File: src/rtl/cfg_pkg.sv
package cfg_pkg;

    localparam int ADDR_W     = 7;
    localparam int DATA_W     = 8;
    localparam int FRAME_BITS = ADDR_W + 1 + DATA_W;

    typedef logic [ADDR_W-1:0] addr_t;
    typedef logic [DATA_W-1:0] byte_t;

    localparam addr_t MAIN_ADDR     = addr_t'(0);
    localparam addr_t STROBE_ADDR   = addr_t'(1);
    localparam int    MAIN_NRST_BIT = 0;

    typedef struct packed {
        logic  en;
        addr_t addr;
        byte_t data;
    } wr_req_t;

    function automatic byte_t reg_default(input addr_t n);
        logic [3:0] low;
        low = n[3:0];
        if (n == MAIN_ADDR)   return 8'h81;
        if (n == STROBE_ADDR) return 8'h00;
        return {low, ~low};
    endfunction

endpackage

File: src/rtl/cfg_sync.sv
module cfg_sync #(
    parameter int         W       = 1,
    parameter logic [W-1:0] RST_VAL = '0
) (
    input  logic         clk,
    input  logic         rst,
    input  logic [W-1:0] d_i,
    output logic [W-1:0] q_o
);
    for (genvar b = 0; b < W; b++) begin : g_bit
        logic meta_q, stab_q;
        always_ff @(posedge clk) begin
            if (rst) begin
                meta_q <= RST_VAL[b];
                stab_q <= RST_VAL[b];
            end else begin
                meta_q <= d_i[b];
                stab_q <= meta_q;
            end
        end
        assign q_o[b] = stab_q;
    end
endmodule

File: src/rtl/cfg_frame_rx.sv
module cfg_frame_rx
    import cfg_pkg::*;
(
    input  logic    clk,
    input  logic    rst,
    input  logic    csn_s,
    input  logic    sclk_s,
    input  logic    din_s,
    input  byte_t   rd_data,
    output addr_t   rd_addr,
    output wr_req_t wr_o,
    output logic    dout_o
);
    localparam int              CNT_W    = $clog2(FRAME_BITS + 1);
    localparam logic [CNT_W-1:0] CNT_DIR  = CNT_W'(ADDR_W);
    localparam logic [CNT_W-1:0] CNT_LAST = CNT_W'(FRAME_BITS - 1);
    localparam logic [CNT_W-1:0] CNT_DONE = CNT_W'(FRAME_BITS);

    logic              sclk_q;
    logic [CNT_W-1:0]  cnt_q;
    addr_t             addr_q;
    logic [DATA_W-2:0] data_q;
    byte_t             shift_q;
    logic              rd_phase_q;
    logic              dout_q;
    wr_req_t           wr_q;
    logic              rise_w, fall_w;

    assign rise_w  = sclk_s & ~sclk_q;
    assign fall_w  = ~sclk_s & sclk_q;
    assign rd_addr = addr_q;
    assign wr_o    = wr_q;
    assign dout_o  = dout_q;

    always_ff @(posedge clk) begin
        if (rst) begin
            sclk_q     <= 1'b0;
            cnt_q      <= '0;
            addr_q     <= '0;
            data_q     <= '0;
            shift_q    <= '0;
            rd_phase_q <= 1'b0;
            dout_q     <= 1'b0;
            wr_q       <= '0;
        end else begin
            sclk_q  <= sclk_s;
            wr_q.en <= 1'b0;
            if (csn_s) begin
                cnt_q      <= '0;
                rd_phase_q <= 1'b0;
                dout_q     <= 1'b0;
            end else begin
                if (rise_w && cnt_q < CNT_DONE) begin
                    cnt_q <= cnt_q + 1'b1;
                    if (cnt_q < CNT_DIR) begin
                        addr_q <= {addr_q[ADDR_W-2:0], din_s};
                    end else if (cnt_q == CNT_DIR) begin
                        rd_phase_q <= ~din_s;
                        shift_q    <= rd_data;
                    end else begin
                        data_q <= {data_q[DATA_W-3:0], din_s};
                        if (cnt_q == CNT_LAST && !rd_phase_q) begin
                            wr_q <= '{en: 1'b1, addr: addr_q, data: {data_q, din_s}};
                        end
                    end
                end
                if (fall_w) begin
                    if (rd_phase_q && cnt_q < CNT_DONE) begin
                        dout_q  <= shift_q[DATA_W-1];
                        shift_q <= {shift_q[DATA_W-2:0], 1'b0};
                    end else begin
                        dout_q <= 1'b0;
                    end
                end
            end
        end
    end

    AST_IDLE_DOUT_LOW: assert property (@(posedge clk) disable iff (rst)
        csn_s |=> !dout_o);
    AST_WRITE_AFTER_FULL_FRAME: assert property (@(posedge clk) disable iff (rst)
        wr_q.en |-> cnt_q == CNT_DONE);
    AST_COUNT_BOUNDED: assert property (@(posedge clk) disable iff (rst)
        cnt_q <= CNT_DONE);
    AST_DOUT_MOVES_ON_FALL: assert property (@(posedge clk) disable iff (rst)
        !$stable(dout_q) |-> $past(fall_w || csn_s));
endmodule

File: src/rtl/cfg_regbank.sv
module cfg_regbank
    import cfg_pkg::*;
#(
    parameter int NUM_REGS = 16
) (
    input  logic                  clk,
    input  logic                  rst,
    input  wr_req_t               wr_i,
    input  addr_t                 rd_addr,
    output byte_t                 rd_data,
    output logic [NUM_REGS*8-1:0] regs_o,
    output byte_t                 strobe_o
);
    localparam int    IDX_W   = $clog2(NUM_REGS);
    localparam addr_t LIMIT_A = addr_t'(NUM_REGS);

    byte_t view[NUM_REGS];
    logic  main_clr;

    assign main_clr = wr_i.en && wr_i.addr == MAIN_ADDR && !wr_i.data[MAIN_NRST_BIT];

    for (genvar i = 0; i < NUM_REGS; i++) begin : g_reg
        localparam addr_t MY_ADDR = addr_t'(i);
        logic hit;
        assign hit = wr_i.en && wr_i.addr == MY_ADDR;
        if (MY_ADDR == STROBE_ADDR) begin : g_strobe
            byte_t strobe_q;
            always_ff @(posedge clk) begin
                if (rst || main_clr) strobe_q <= '0;
                else if (hit)        strobe_q <= wr_i.data;
                else                 strobe_q <= '0;
            end
            assign view[i]  = strobe_q;
            assign strobe_o = strobe_q;
        end else begin : g_store
            byte_t val_q;
            always_ff @(posedge clk) begin
                if (rst || main_clr) val_q <= reg_default(MY_ADDR);
                else if (hit)        val_q <= wr_i.data;
            end
            assign view[i] = val_q;
        end
        assign regs_o[i*8 +: 8] = view[i];
    end

    always_comb begin
        if (rd_addr < LIMIT_A && rd_addr != STROBE_ADDR) rd_data = view[rd_addr[IDX_W-1:0]];
        else                                            rd_data = '0;
    end

    AST_STROBE_SELF_CLEARS: assert property (@(posedge clk) disable iff (rst)
        (strobe_o != 0 && !wr_i.en) |=> strobe_o == 0);
    AST_MAIN_CLEAR_DEFAULTS: assert property (@(posedge clk) disable iff (rst)
        main_clr |=> view[0] == reg_default(MAIN_ADDR));
    AST_OOR_WRITE_IGNORED: assert property (@(posedge clk) disable iff (rst)
        (wr_i.en && wr_i.addr >= LIMIT_A) |=> $stable(regs_o));
endmodule

File: src/rtl/cfg_serial_slave.sv
module cfg_serial_slave
    import cfg_pkg::*;
#(
    parameter int NUM_REGS = 16
) (
    input  logic                  clk,
    input  logic                  rst,
    input  logic                  ser_csn,
    input  logic                  ser_clk,
    input  logic                  ser_din,
    output logic                  ser_dout,
    output logic [NUM_REGS*8-1:0] cfg_regs_o,
    output logic [7:0]            cfg_strobe_o
);
    logic [2:0] raw_w, sync_w;
    wr_req_t    wr_w;
    addr_t      rd_addr_w;
    byte_t      rd_data_w;

    assign raw_w = {ser_csn, ser_clk, ser_din};

    cfg_sync #(.W(3), .RST_VAL(3'b100)) u_sync (
        .clk(clk), .rst(rst), .d_i(raw_w), .q_o(sync_w)
    );

    cfg_frame_rx u_rx (
        .clk(clk), .rst(rst),
        .csn_s(sync_w[2]), .sclk_s(sync_w[1]), .din_s(sync_w[0]),
        .rd_data(rd_data_w), .rd_addr(rd_addr_w), .wr_o(wr_w), .dout_o(ser_dout)
    );

    cfg_regbank #(.NUM_REGS(NUM_REGS)) u_bank (
        .clk(clk), .rst(rst), .wr_i(wr_w), .rd_addr(rd_addr_w),
        .rd_data(rd_data_w), .regs_o(cfg_regs_o), .strobe_o(cfg_strobe_o)
    );
endmodule

File: config.mk
export PLATFORM = sky130hd
export DESIGN_NAME = cfg_serial_slave
export DESIGN_NICKNAME = d
export VERILOG_FILES = /design/src/rtl/cfg_pkg.sv /design/src/rtl/cfg_sync.sv /design/src/rtl/cfg_frame_rx.sv /design/src/rtl/cfg_regbank.sv /design/src/rtl/cfg_serial_slave.sv
export SDC_FILE = /design/constraint.sdc
export NUM_CORES = 1
export LEC_CHECK = 0
export BUFFER_PORTS_ARGS = -buffer_cell sky130_fd_sc_hd__buf_2
export CELL_PAD_IN_SITES_DETAIL_PLACEMENT = 1
export CELL_PAD_IN_SITES_GLOBAL_PLACEMENT = 1
export CORE_UTILIZATION = 42
export DETAILED_ROUTE_END_ITERATION = 16
export GPL_TIMING_DRIVEN = 0
export PLACE_DENSITY_LB_ADDON = 0.1
export SETUP_SLACK_MARGIN = 0.3
export SLEW_MARGIN = 20
export SYNTH_ARGS = -nofsm -noshare
export SYNTH_HDL_FRONTEND = slang
export SYNTH_SLANG_ARGS = --single-unit
File: constraint.sdc
create_clock -name clk -period 2.7 [get_ports clk]
set_input_delay 0 -clock clk [delete_from_list [all_inputs] [get_ports clk]]
set_output_delay 0 -clock clk [all_outputs]
set_load 0.02 [all_outputs]
## Word level (Yosys, flattened, before mapping)

Cells that the tools add are included.

| cells by class | value |
|---|---|
| add/subtract/negate cells | 1 |
| multiply operators | 0 |
| divide/modulo/power cells | 0 |
| order comparisons | 4 |
| eq/ne operators | 18 |
| shifts and indexed selects | 0 |
| multiplexer cells | 11 |
| bitwise operators | 11 |
| reduce and logical (&&, ||, !) cells | 32 |

Operators with widths:

| kind | count |
|---|---|
| 8-bit 2-to-1 mux | 8 |
| 7-bit by 4-bit == test with 1-bit output, second input constant | 8 |
| 8-bit binary-select mux with 4-bit select | 1 |
| 7-bit by 3-bit == test with 1-bit output, second input constant | 4 |
| 1-bit logical AND | 21 |
| 16-bit 2-to-1 mux | 1 |
| 7-bit by 2-bit == test with 1-bit output, second input constant | 2 |
| 1-bit inverter | 8 |
| 7-bit by 1-bit == test with 1-bit output, second input constant | 1 |
| 7-bit logical NOT | 1 |
| 7-bit by 5-bit less-than comparator with 1-bit output, second input constant | 1 |
| 7-bit by 1-bit inequality test with 1-bit output, second input constant | 1 |
| 3-bit AND reduction | 2 |
| 5-bit by 1-bit adder with 5-bit output, second input constant | 1 |
| 5-bit by 3-bit == test with 1-bit output, second input constant | 1 |
| 5-bit by 4-bit == test with 1-bit output, second input constant | 1 |
| 5-bit greater-or-equal comparator, second input constant | 1 |
| 5-bit by 3-bit less-than comparator with 1-bit output, second input constant | 1 |
| 5-bit less-than comparator, second input constant | 1 |
| 4-bit inverter with 5-bit output | 1 |
| 5-bit AND reduction | 1 |
| 5-bit OR reduction | 1 |
| 4-bit AND reduction | 1 |
| 2-bit OR reduction | 2 |
| 4 further kinds | 6 |

| word-level totals | value |
|---|---|
| bits in registers | 180 |
| bits in latches | 0 |
| bits in writable memories | 0 |
| memory bits (read-only) | 0 |
| input port bits | 5 |
| output and inout bits | 137 |
| logic and storage cells | 109 |
| memories kept | 0 |

## Longest topological paths before layout

Gate-level depths: netlist of run 1.

| logic depth | value |
|---|---|
| depth in word-level cells | 10 |
| depth in mapped cells | 9 |
| mapped depth without buffers | 6 |

## Hierarchy

Synthesis of run 1 repeated with hierarchy kept, for this count alone.

| second synthesis, totals | value |
|---|---|
| cell total of the unflattened synthesis | 795 |
| area, all modules | 8199.1 um2 |

By module, submodules not included:

| module | instances | cells an instance | area each (um2) | sequential area each (um2) |
|---|---|---|---|---|
| cfg_regbank | 1 | 554 | 5889.4 | 2562.5 |
| cfg_frame_rx | 1 | 226 | 2129.5 | 920.9 |
| cfg_sync | 1 | 15 | 180.2 | 120.1 |

## Worst setup path before layout of run 1

No wires, ideal clock.

| timing | value |
|---|---|
| path type | register to register |
| start | register u_rx.wr_q (netlist bit u_rx.wr_o[12]) |
| end | register u_bank.g_reg[14].g_store.val_q[0] |
| library setup time | 0.129 ns |
| arrival | 1.868 ns |
| required time | 2.571 ns |
| setup slack | 0.703 ns |
| cell stages (with the launch flop) | 8 |
| path buffers | 2 |
| clock period less this slack | 1.997 ns |
| path through | dfxtp_1 -> or4b_1 -> buf_4 -> or2_4 -> nor3b_1 -> buf_4 -> mux2i_1 -> nand2_1 |

| on the way | value |
|---|---|
| cells in the longest elaborated chain, start to end | 4 |
| elaborated cells on any way between the ends | 6 |
| classes of those cells | eq/ne (1); reduce/logical (5) |

RTL lines:

| item | RTL line | text |
|---|---|---|
| from (decl) | cfg_frame_rx.sv:26 | `wr_req_t wr_q;` |
| from (signal assigned) | cfg_frame_rx.sv:63 | `wr_q <= '{en: 1'b1, addr: addr_q, data: {data_q, din_s}};` |
| 7-bit logical NOT | cfg_regbank.sv:20 | `assign main_clr = wr_i.en && wr_i.addr == MAIN_ADDR && !wr_i.data[MAIN_NRST_BIT];` |
| 1-bit logical AND (2 in series) | cfg_regbank.sv:20 |  |
| 1-bit logical OR | cfg_regbank.sv:38 | `if (rst \|\| main_clr) val_q <= reg_default(MY_ADDR);` |
| to (signal assigned) | cfg_regbank.sv:38 |  |
| to (signal assigned) | cfg_regbank.sv:39 | `else if (hit) val_q <= wr_i.data;` |
| to (decl) | cfg_regbank.sv:36 | `byte_t val_q;` |

Several ways; a longest one is shown, not always the timed one.
A chain may end at the register's enable or synchronous reset.

## Worst setup path after layout of run 1

| timing | value |
|---|---|
| start | register u_rx.wr_q (netlist bit u_rx.wr_o[12]) |
| end | register u_bank.g_reg[3].g_store.val_q[6] |

| on the way | value |
|---|---|
| cells in the longest elaborated chain, start to end | 4 |
| elaborated cells on any way between the ends | 6 |
| classes of those cells | eq/ne (1); reduce/logical (5) |

RTL lines:

| item | RTL line |
|---|---|
| 7-bit logical NOT | cfg_regbank.sv:20 |
| 1-bit logical AND (2 in series) | cfg_regbank.sv:20 |
| 1-bit logical OR | cfg_regbank.sv:38 |
| to (signal assigned) | cfg_regbank.sv:38 |
| to (signal assigned) | cfg_regbank.sv:39 |
| to (decl) | cfg_regbank.sv:36 |

Several ways; a longest one is shown, not always the timed one.

==> results of run 1 <==
==> metrics by stage <==
step           instances  setup TNS, ns
6_report            1222              0
5_1_grt             1222              0
4_1_cts             1215              0
3_5_place_dp        1178         -0.755
3_3_place_gp        1178         -0.536
2_1_floorplan        809              0
==> cell families (layout without fill, tap and decap cells) <==
family	after synthesis	after routing	synth area share (%)
buf+inv	81	265	4.90
mux	149	149	22.0
compound gates	61	61	5.03
fa+ha+maj	2	2	0.323
xor+xnor	3	3	0.339
simple gates	333	333	20.9
flops	180	180	46.5
==> how the worst min path moves through the flow <==
stage          startpoint                                 to  slack (ns)  cells after the start
6_report          ser_csn  u_sync.g_bit[2].meta_q$_SDFF_PP1_        0.30                      3
3_3_place_gp      ser_csn  u_sync.g_bit[2].meta_q$_SDFF_PP1_        0.19                      2
3_5_place_dp      ser_csn  u_sync.g_bit[2].meta_q$_SDFF_PP1_        0.19                      2
4_1_cts           ser_csn  u_sync.g_bit[2].meta_q$_SDFF_PP1_        0.28                      3
5_1_grt           ser_csn  u_sync.g_bit[2].meta_q$_SDFF_PP1_        0.33                      3
2_1_floorplan     ser_csn  u_sync.g_bit[2].meta_q$_SDFF_PP1_        0.10                      1
==> worst max-delay path, delay by kind of cell (launching register included) <==
| family | cells | cell delay [ns] |
|---|---|---|
| AOI/OAI and AO/OA | 1 | 0.14 |
| buffers and inverters | 3 | 0.90 |
| and+or+nand+nor | 3 | 0.83 |
| DFF | 1 | 0.31 |
==> synthesized netlist by cell type, drive strengths merged, types with 8 or more instances <==
library cell	instances
a21oi	31
a22oi	14
and2	8
and3	9
buf	31
clkbuf	47
dfxtp	180
mux2i	132
mux4	17
nand2	104
nand3	70
nor2	92
nor2b	10
nor3b	8
nor4	8
==> routing by layer <==
metal  GRT usage [%]  wire (um)  vias to the layer above
met5               0          0                        -
met4            10.5        557                        0
met3            5.48       1240                       29
met2            47.7      13000                      185
met1            39.0      12500                     3432
li1                -          -                     3140
==> state kept, by name, indices dropped and copies added, names as in the netlist <==
name and cells:
u_rx.sclk_q 1, u_bank.g.g_store.val_q 120, u_rx.cnt_q 5, u_rx.data_q 7, u_rx.dout_o 1, u_rx.wr_o 16, u_rx.shift_q 8, u_rx.rd_addr 7
u_bank.strobe_o 8, u_sync.g_bit.meta_q 3, u_rx.rd_phase_q 1, u_sync.g_bit.stab_q 3
==> where the power goes <==
part           internal [mW]  total [mW]  switching, mW
registers               2.66        2.66        0.00421
logic                 0.0209      0.0865         0.0656
clock network           1.56        2.69           1.13
==> cell type report <==
cell class | count | area (um2)
timing repair buffer | 152 | 798
tap | 229 | 287
inverter | 3 | 11.3
multi-input combinational | 548 | 3840
sequential | 180 | 3600
fill | 2143 | 8460
clock buffer | 17 | 425
buffer | 78 | 395
clock inverter | 15 | 204
==> timing repair <==
item                                   CTS  global route
cloned                                   0             0
endpoints found under the hold margin    3             0
buffers inserted                         2             7
setup endpoints to repair               37            54
gates resized for setup                 15            13
hold buffers                             3             0
pin swaps                                1             2
==> implementation parameters, run 1 <==
Parameter                              Value

Run status
  Run status ... completed

Worst setup path
  Critical path data arrival time ... approximately 2.6 ns
  Highest fanout seen on the critical path ... 10
  R2R Path End ... u_bank.g_reg[3].g_store.val_q[6]$_SDFFE_PP0P_
  Element type at the critical path end ... register
  Start of the worst register-to-register path ... u_rx.wr_o[12]$_SDFFE_PP0P_
  Required arrival time at the worst endpoint ... between 3 and 4 ns
  Max incr delay on CP ... 0.57 ns
  Slowest cell on the critical path ... sky130_fd_sc_hd__or4b_1
  CP Launch Point ... u_rx.wr_o[12]$_SDFFE_PP0P_
  Setup crit end ... u_bank.g_reg[3].g_store.val_q[6]$_SDFFE_PP0P_
  Setup slack on the worst flop-to-flop path ... between 0.3 and 0.4 ns
  WS Path Type ... reg2reg
  Reg2reg path depth ... 7
  Startpoint types ... register
  Critical Path, Cell by Cell ... or4b_1 -> buf_4 -> nor3_2 -> a21o_1 -> clkbuf_1 -> buf_2 -> nor2_1

Synth
  Mean instance size in the synthesized netlist ... 9.57 um2
  Post-synth EDFFs ... 0
  Cell Area, Synth ... between 0.007 and 0.008 mm2
  Top flip-flop cell by instance count after synthesis ... sky130_fd_sc_hd__dfxtp_1
  Syn Nets ... 816
  Cell variety after synth ... 50
  Post-synthesis sequential area ratio ... ~47%
  Synth warnings ... 0
  Number of synthesized register bits ... between 150 and 200
  Gate count of the mapped netlist ... slightly above 800
  Cell accounting for the most synthesized area ... sky130_fd_sc_hd__dfxtp_1
  Proportion of netlist area held by the largest area contributor ... 46.5%
  Top area cells in the synthesized netlist ... sky130_fd_sc_hd__dfxtp_1 47%, sky130_fd_sc_hd__mux2i_1 17%, sky130_fd_sc_hd__nand2_1 5.0%
  Synth async-reset ratio ... 0%

Timing
  Max Freq ... approximately 430 MHz
  Final worst clock skew ... 0.0108 ns
  Worst-Margin Slew ... about 0.9 ns
  Max-slew violations ... 0
  Setup repair after global routing missed its margin ... true
  Time the final worst path needs with I/O delays and setup ... about 2.3 ns
  Worst Slack Setup Final ... roughly 0.39 ns
  Final Hold Viols ... 0
  Ratio of final minimum period to clock period ... 85.4%
  Worst rel slew slack ... about two fifths
  Worst hold-check slack ... slightly above 0.3 ns
  Setup-failing EPs final ... 0

Worst hold path
  Hold WC Path Type ... in2reg

Placed design
  Placed cell area ... 0.00873 mm2
  Final Wtd Congestion ... 0.869
  Dpl ws ... -0.165 ns
  Port Buffers ... 140
  Half-perimeter wire length after placement ... around 19 mm

Layout
  Fraction of layout instances using a drive strength above 1 ... 26.0%
  Leading cell type in the layout, fill and taps excluded ... sky130_fd_sc_hd__dfxtp_1
  Ant. Diodes ... 0
  Synthesis-to-finish area growth ... 23.5%
  Final design area excluding fillers ... approximately 0.0096 mm2
  Core occupancy in the finished layout ... 53.0%
  Total number of nets in the final design ... between 900 and 1000
  Leading cell types in the layout, fill and taps excluded ... 180 x sky130_fd_sc_hd__dfxtp_1, 151 x sky130_fd_sc_hd__buf_2, 132 x sky130_fd_sc_hd__mux2i_1

Pwr
  Pwr dens ... approximately 570 mW/mm2
  Overall Power ... 5.44 mW
  Leakage ... about 4 nW
  Worst IR drop on VDD ... ~0.00047 V

Global routing
  Global-route wire length before repair ... just over 40 mm
  Initial antenna violation count ... 0
  Total congestion overflow ... 0
  Total global routing track utilization ... about 29%
  Maximum number of pins on one net before global-route repair ... 17
  Via count of the first global-routing pass ... between 6000 and 7000

Floorplanning
  Die boundary width ... between 100 and 150 um
  Total Die Area ... around 0.019 mm2
  Area inside the core boundary ... 0.0180 mm2
  Number of rows in the core area ... just under 50
  Vertical die dimension ... about 140 um
  Num ports ... 142
  Starting density of the core ... between 40% and 50%

Detailed routing
  Total Wirelength ... around 27 mm
  Drc violations ... 0
  Routed wirelength normalized by instance count ... between 20 and 25 um
  Vias per std cell ... approximately 5.6
  Number of vias after detailed routing ... 6786
  Count of TritonRoute iterations in the first routing pass ... 5
  Number of DRC markers after the initial detailed-route iteration ... around 370
  Count of antenna-violating nets left after detailed routing ... 0

Clock network
  Clock tree root driver cell ... sky130_fd_sc_hd__clkbuf_16
  Clock slew at reported path FFs ... approximately 0.07 ns
  TritonCTS clock tree ... built
  Clock net sink count ... 180
  Bufs on Longest Clock Path ... 2
  H-Tree Level Count ... 4
  Number of buffers inserted during clock tree synthesis ... 17
  Clock insertion delay at the later pin of the skew report ... ~0.44 ns

Flow run
  Maximum capacitance violations ... 0
No activity file was read; power rests on OpenSTA's default activity.
==> run 2: changes to the inputs <==
--- a/config.mk
+++ b/config.mk
@@ -8,6 +8,7 @@
 export BUFFER_PORTS_ARGS = -buffer_cell sky130_fd_sc_hd__buf_2
 export CELL_PAD_IN_SITES_DETAIL_PLACEMENT = 1
 export CELL_PAD_IN_SITES_GLOBAL_PLACEMENT = 1
+export CORE_ASPECT_RATIO = 0.8
 export CORE_UTILIZATION = 42
 export DETAILED_ROUTE_END_ITERATION = 16
 export GPL_TIMING_DRIVEN = 0
==> run 2 against run 1 <==
Sequential power about the same. Utilization decreased by 0.46 points. Non-clock buffer count unchanged. Worst setup slack got worse by 0.0091 ns. Final cell count unchanged. Critical endpoint is now u_bank.strobe_o[0]$_SDFF_PP0_. Largest cell class unchanged. Highest routed layer unchanged.
==> implementation parameters, run 2 (synthesized netlist as in run 1, its figures left out) <==
Parameter                              Value

Pwr
  Leakage ... 3.94 nW (-0.32%)
  Pwr dens ... 556 mW/mm2 (-2.4%)
  Overall Power ... 5.29 mW (-2.8%)
  Part of the total power dissipated in combinational logic ... 1.7% (about the same)
  Worst IR drop on VDD ... 0.000362 V (-23%)
  Internal Power ... 4.12 mW (-2.8%)
  Power share of the clock group ... 48.0% (-1.5 points)
  Proportion of power drawn by flip-flops and latches ... 50.3% (+1.4 points)
  Reported net switching power ... 1.17 mW (-2.8%)
  Proportion of total power due to net switching ... 22.1% (about the same)

Global routing
  Maximum number of pins on one net before global-route repair ... 17 (unchanged)
  Initial antenna violation count ... 0 (unchanged)
  Via count of the first global-routing pass ... 6674 (-1.9%)
  Global-route wire length before repair ... 40.8 mm (+1.2%)
  Total global routing track utilization ... 29.5% (+0.085 points)
  Total congestion overflow ... 0 (unchanged)

Floorplanning
  Vertical die dimension ... 123 um (-10%)
  Number of rows in the core area ... 44 (-10%)
  Starting density of the core ... 42.7% (-0.21 points)
  Die boundary width ... 154 um (+12%)
  Total Die Area ... 0.0190 mm2 (about the same)
  Num ports ... 142 (unchanged)
  Area inside the core boundary ... 0.0181 mm2 (+0.49%)

Detailed routing
  Number of DRC markers after the initial detailed-route iteration ... 547 (+47%)
  Count of antenna-violating nets left after detailed routing ... 0 (unchanged)
  Routed wirelength normalized by instance count ... 22.4 um (+0.20%)
  Count of TritonRoute iterations in the first routing pass ... 5 (unchanged)
  Number of vias after detailed routing ... 6855 (+1.0%)
  Vias per std cell ... 5.61 (+1.0%)
  Drc violations ... 0 (unchanged)
  Total Wirelength ... 27.4 mm (+0.20%)

Timing
  Worst-Margin Slew ... 0.924 ns (+0.0493 ns)
  Final worst clock skew ... 0.0113 ns (+0.000452 ns)
  Final Hold Viols ... 0 (unchanged)
  Time the final worst path needs with I/O delays and setup ... 2.32 ns (+0.00908 ns)
  Ratio of final minimum period to clock period ... 85.8% (+0.34 points)
  Max-slew violations ... 0 (unchanged)
  Setup-failing EPs final ... 0 (unchanged)
  Worst rel slew slack ... 38.4% (-3.3 points)
  Max Freq ... 432 MHz (-0.39%)
  Worst Slack Setup Final ... 0.385 ns (-0.00908 ns)
  Setup repair after global routing missed its margin ... true

Clock network
  H-Tree Level Count ... 4 (unchanged)
  TritonCTS clock tree ... built
  Number of buffers inserted during clock tree synthesis ... 17 (unchanged)
  Clock insertion delay at the later pin of the skew report ... 0.44 ns (about the same)
  Bufs on Longest Clock Path ... 2 (unchanged)
  Clock slew at reported path FFs ... 0.07 ns (about the same)
  Clock tree root driver cell ... sky130_fd_sc_hd__clkbuf_16
  Clock net sink count ... 180 (unchanged)

Placed design
  Port Buffers ... 140 (unchanged)
  Dpl ws ... -0.0851 ns (+0.0800 ns)
  Final Wtd Congestion ... 0.887 (+2.1%)
  Half-perimeter wire length after placement ... 19.4 mm (+0.91%)

Worst hold path
  Hold WC Path Type ... in2reg

Worst setup path
  Critical path data arrival time ... 2.68 ns (+0.06 ns)
  Critical Path, Cell by Cell ... or4b_1 -> buf_4 -> nor3_2 -> buf_2 -> nor3b_4 -> and2_1
  WS Path Type ... reg2reg
  Highest fanout seen on the critical path ... 10 (unchanged)
  Max incr delay on CP ... 0.55 ns (-0.02 ns)
  Startpoint types ... register
  Buffer and inverter count on the worst path ... 2 (-1)
  Setup slack on the worst flop-to-flop path ... 0.38 ns (about the same)
  Element type at the critical path end ... register
  Cell class contributing the biggest share of worst-path delay ... simple AND/OR/NAND/NOR gates
  Required arrival time at the worst endpoint ... 3.07 ns (+0.05 ns)
  Slowest cell on the critical path ... sky130_fd_sc_hd__or4b_1

Layout
  Leading cell type in the layout, fill and taps excluded ... sky130_fd_sc_hd__dfxtp_1
  Number of flip-flops under the largest register name ... 120 (unchanged)
  Fraction of layout instances using a drive strength above 1 ... 25.9% (-0.075 points)
  Total number of nets in the final design ... 987 (unchanged)
  Reg with most FFs ... u_bank.g.g_store.val_q
  Leading cell types in the layout, fill and taps excluded ... 180 x sky130_fd_sc_hd__dfxtp_1, 148 x sky130_fd_sc_hd__buf_2, 132 x sky130_fd_sc_hd__mux2i_1
  Synthesis-to-finish area growth ... 23.0%
  Ant. Diodes ... 0 (unchanged)

Flow run
  Maximum capacitance violations ... 0 (unchanged)

Run status
  Run status ... completed
==> run 2: changes by cell type in the layout (fill, tap and decap cells not counted), moves of 2 or more <==
cell                        delta
sky130_fd_sc_hd__buf_2         -3
sky130_fd_sc_hd__bufinv_16     -2
sky130_fd_sc_hd__clkbuf_1      -2
sky130_fd_sc_hd__clkbuf_2      +3
sky130_fd_sc_hd__clkbuf_4      +5
sky130_fd_sc_hd__clkbuf_8      +3
sky130_fd_sc_hd__clkinv_2      -3
sky130_fd_sc_hd__nor4_1        +3
sky130_fd_sc_hd__nor4_2        -3
==> run 2: repair_timing <==
action	CTS	global route
endpoints found under the hold margin	3	0
gates resized for setup	15	19
buffers inserted	2	7
endpoints found under the setup margin	66	67
pin swaps	1	2
hold buffers	3	0
==> run 2: worst register-to-register path, delay by kind of cell, from the launching register on <==
| kind | cells | cell delay [ns] |
|---|---|---|
| buf+inv | 2 | 0.51 |
| flops | 1 | 0.31 |
| simple gates | 4 | 1.43 |
==> run 2: final timing paths <==
| check | start | cells past startpoint | end |
|---|---|---|---|
| hold / removal | rst | 3 | u_rx.sclk_q$_SDFF_PP0_ |
| hold reg to reg | u_sync.g_bit[2].meta_q$_SDFF_PP1_ | 1 | u_sync.g_bit[2].stab_q$_SDFF_PP1_ |
| setup / recovery | u_rx.wr_o[12]$_SDFFE_PP0P_ | 6 | u_bank.strobe_o[0]$_SDFF_PP0_ |
| setup reg to reg | u_rx.wr_o[12]$_SDFFE_PP0P_ | 6 | u_bank.strobe_o[0]$_SDFF_PP0_ |
==> run 2: per-layer routing <==
metal / track usage [%] / up-vias / share of wire [%]
met5: 0 / - / 0
met4: 9.81 / 0 / 2.4
met3: 7.40 / 45 / 7.2
met2: 46.5 / 265 / 45
met1: 39.7 / 3408 / 45
li1: - / 3137 / -
==> run 2: area by class of cell <==
cell class                 instances  area (um2)
timing repair buffer             152         811
inverter                           3        11.3
sequential                       180        3600
fill                            2118        8590
clock inverter                    10         125
multi-input combinational        548        3810
clock buffer                      21         470
buffer                            78         407
tap                              230         288
==> run 2: through the flow <==
step / cell area [um2] / hold WS (ns) / setup TNS (ns) / cells / utilization, %
2_1_floorplan: 7740 / 0.104 / 0 / 809 / -
3_3_place_gp: 8730 / 0.184 / -0.195 / 1179 / 48.2
3_5_place_dp: 8730 / 0.190 / -0.236 / 1179 / 48.2
4_1_cts: 9420 / 0.282 / 0 / 1215 / 52.0
5_1_grt: 9520 / 0.347 / 0 / 1222 / 52.6
6_report: 9520 / 0.310 / 0 / 1222 / 52.6
==> run 2: power by group through the flow <==
stage	clock network (mW)	logic (mW)	registers, mW
2_1_floorplan	0	0.0463	2.72
3_3_place_gp	0	0.0802	2.72
3_5_place_dp	0	0.0809	2.72
4_1_cts	2.56	0.0861	2.66
5_1_grt	2.67	0.0953	2.66
6_report	2.54	0.0893	2.66
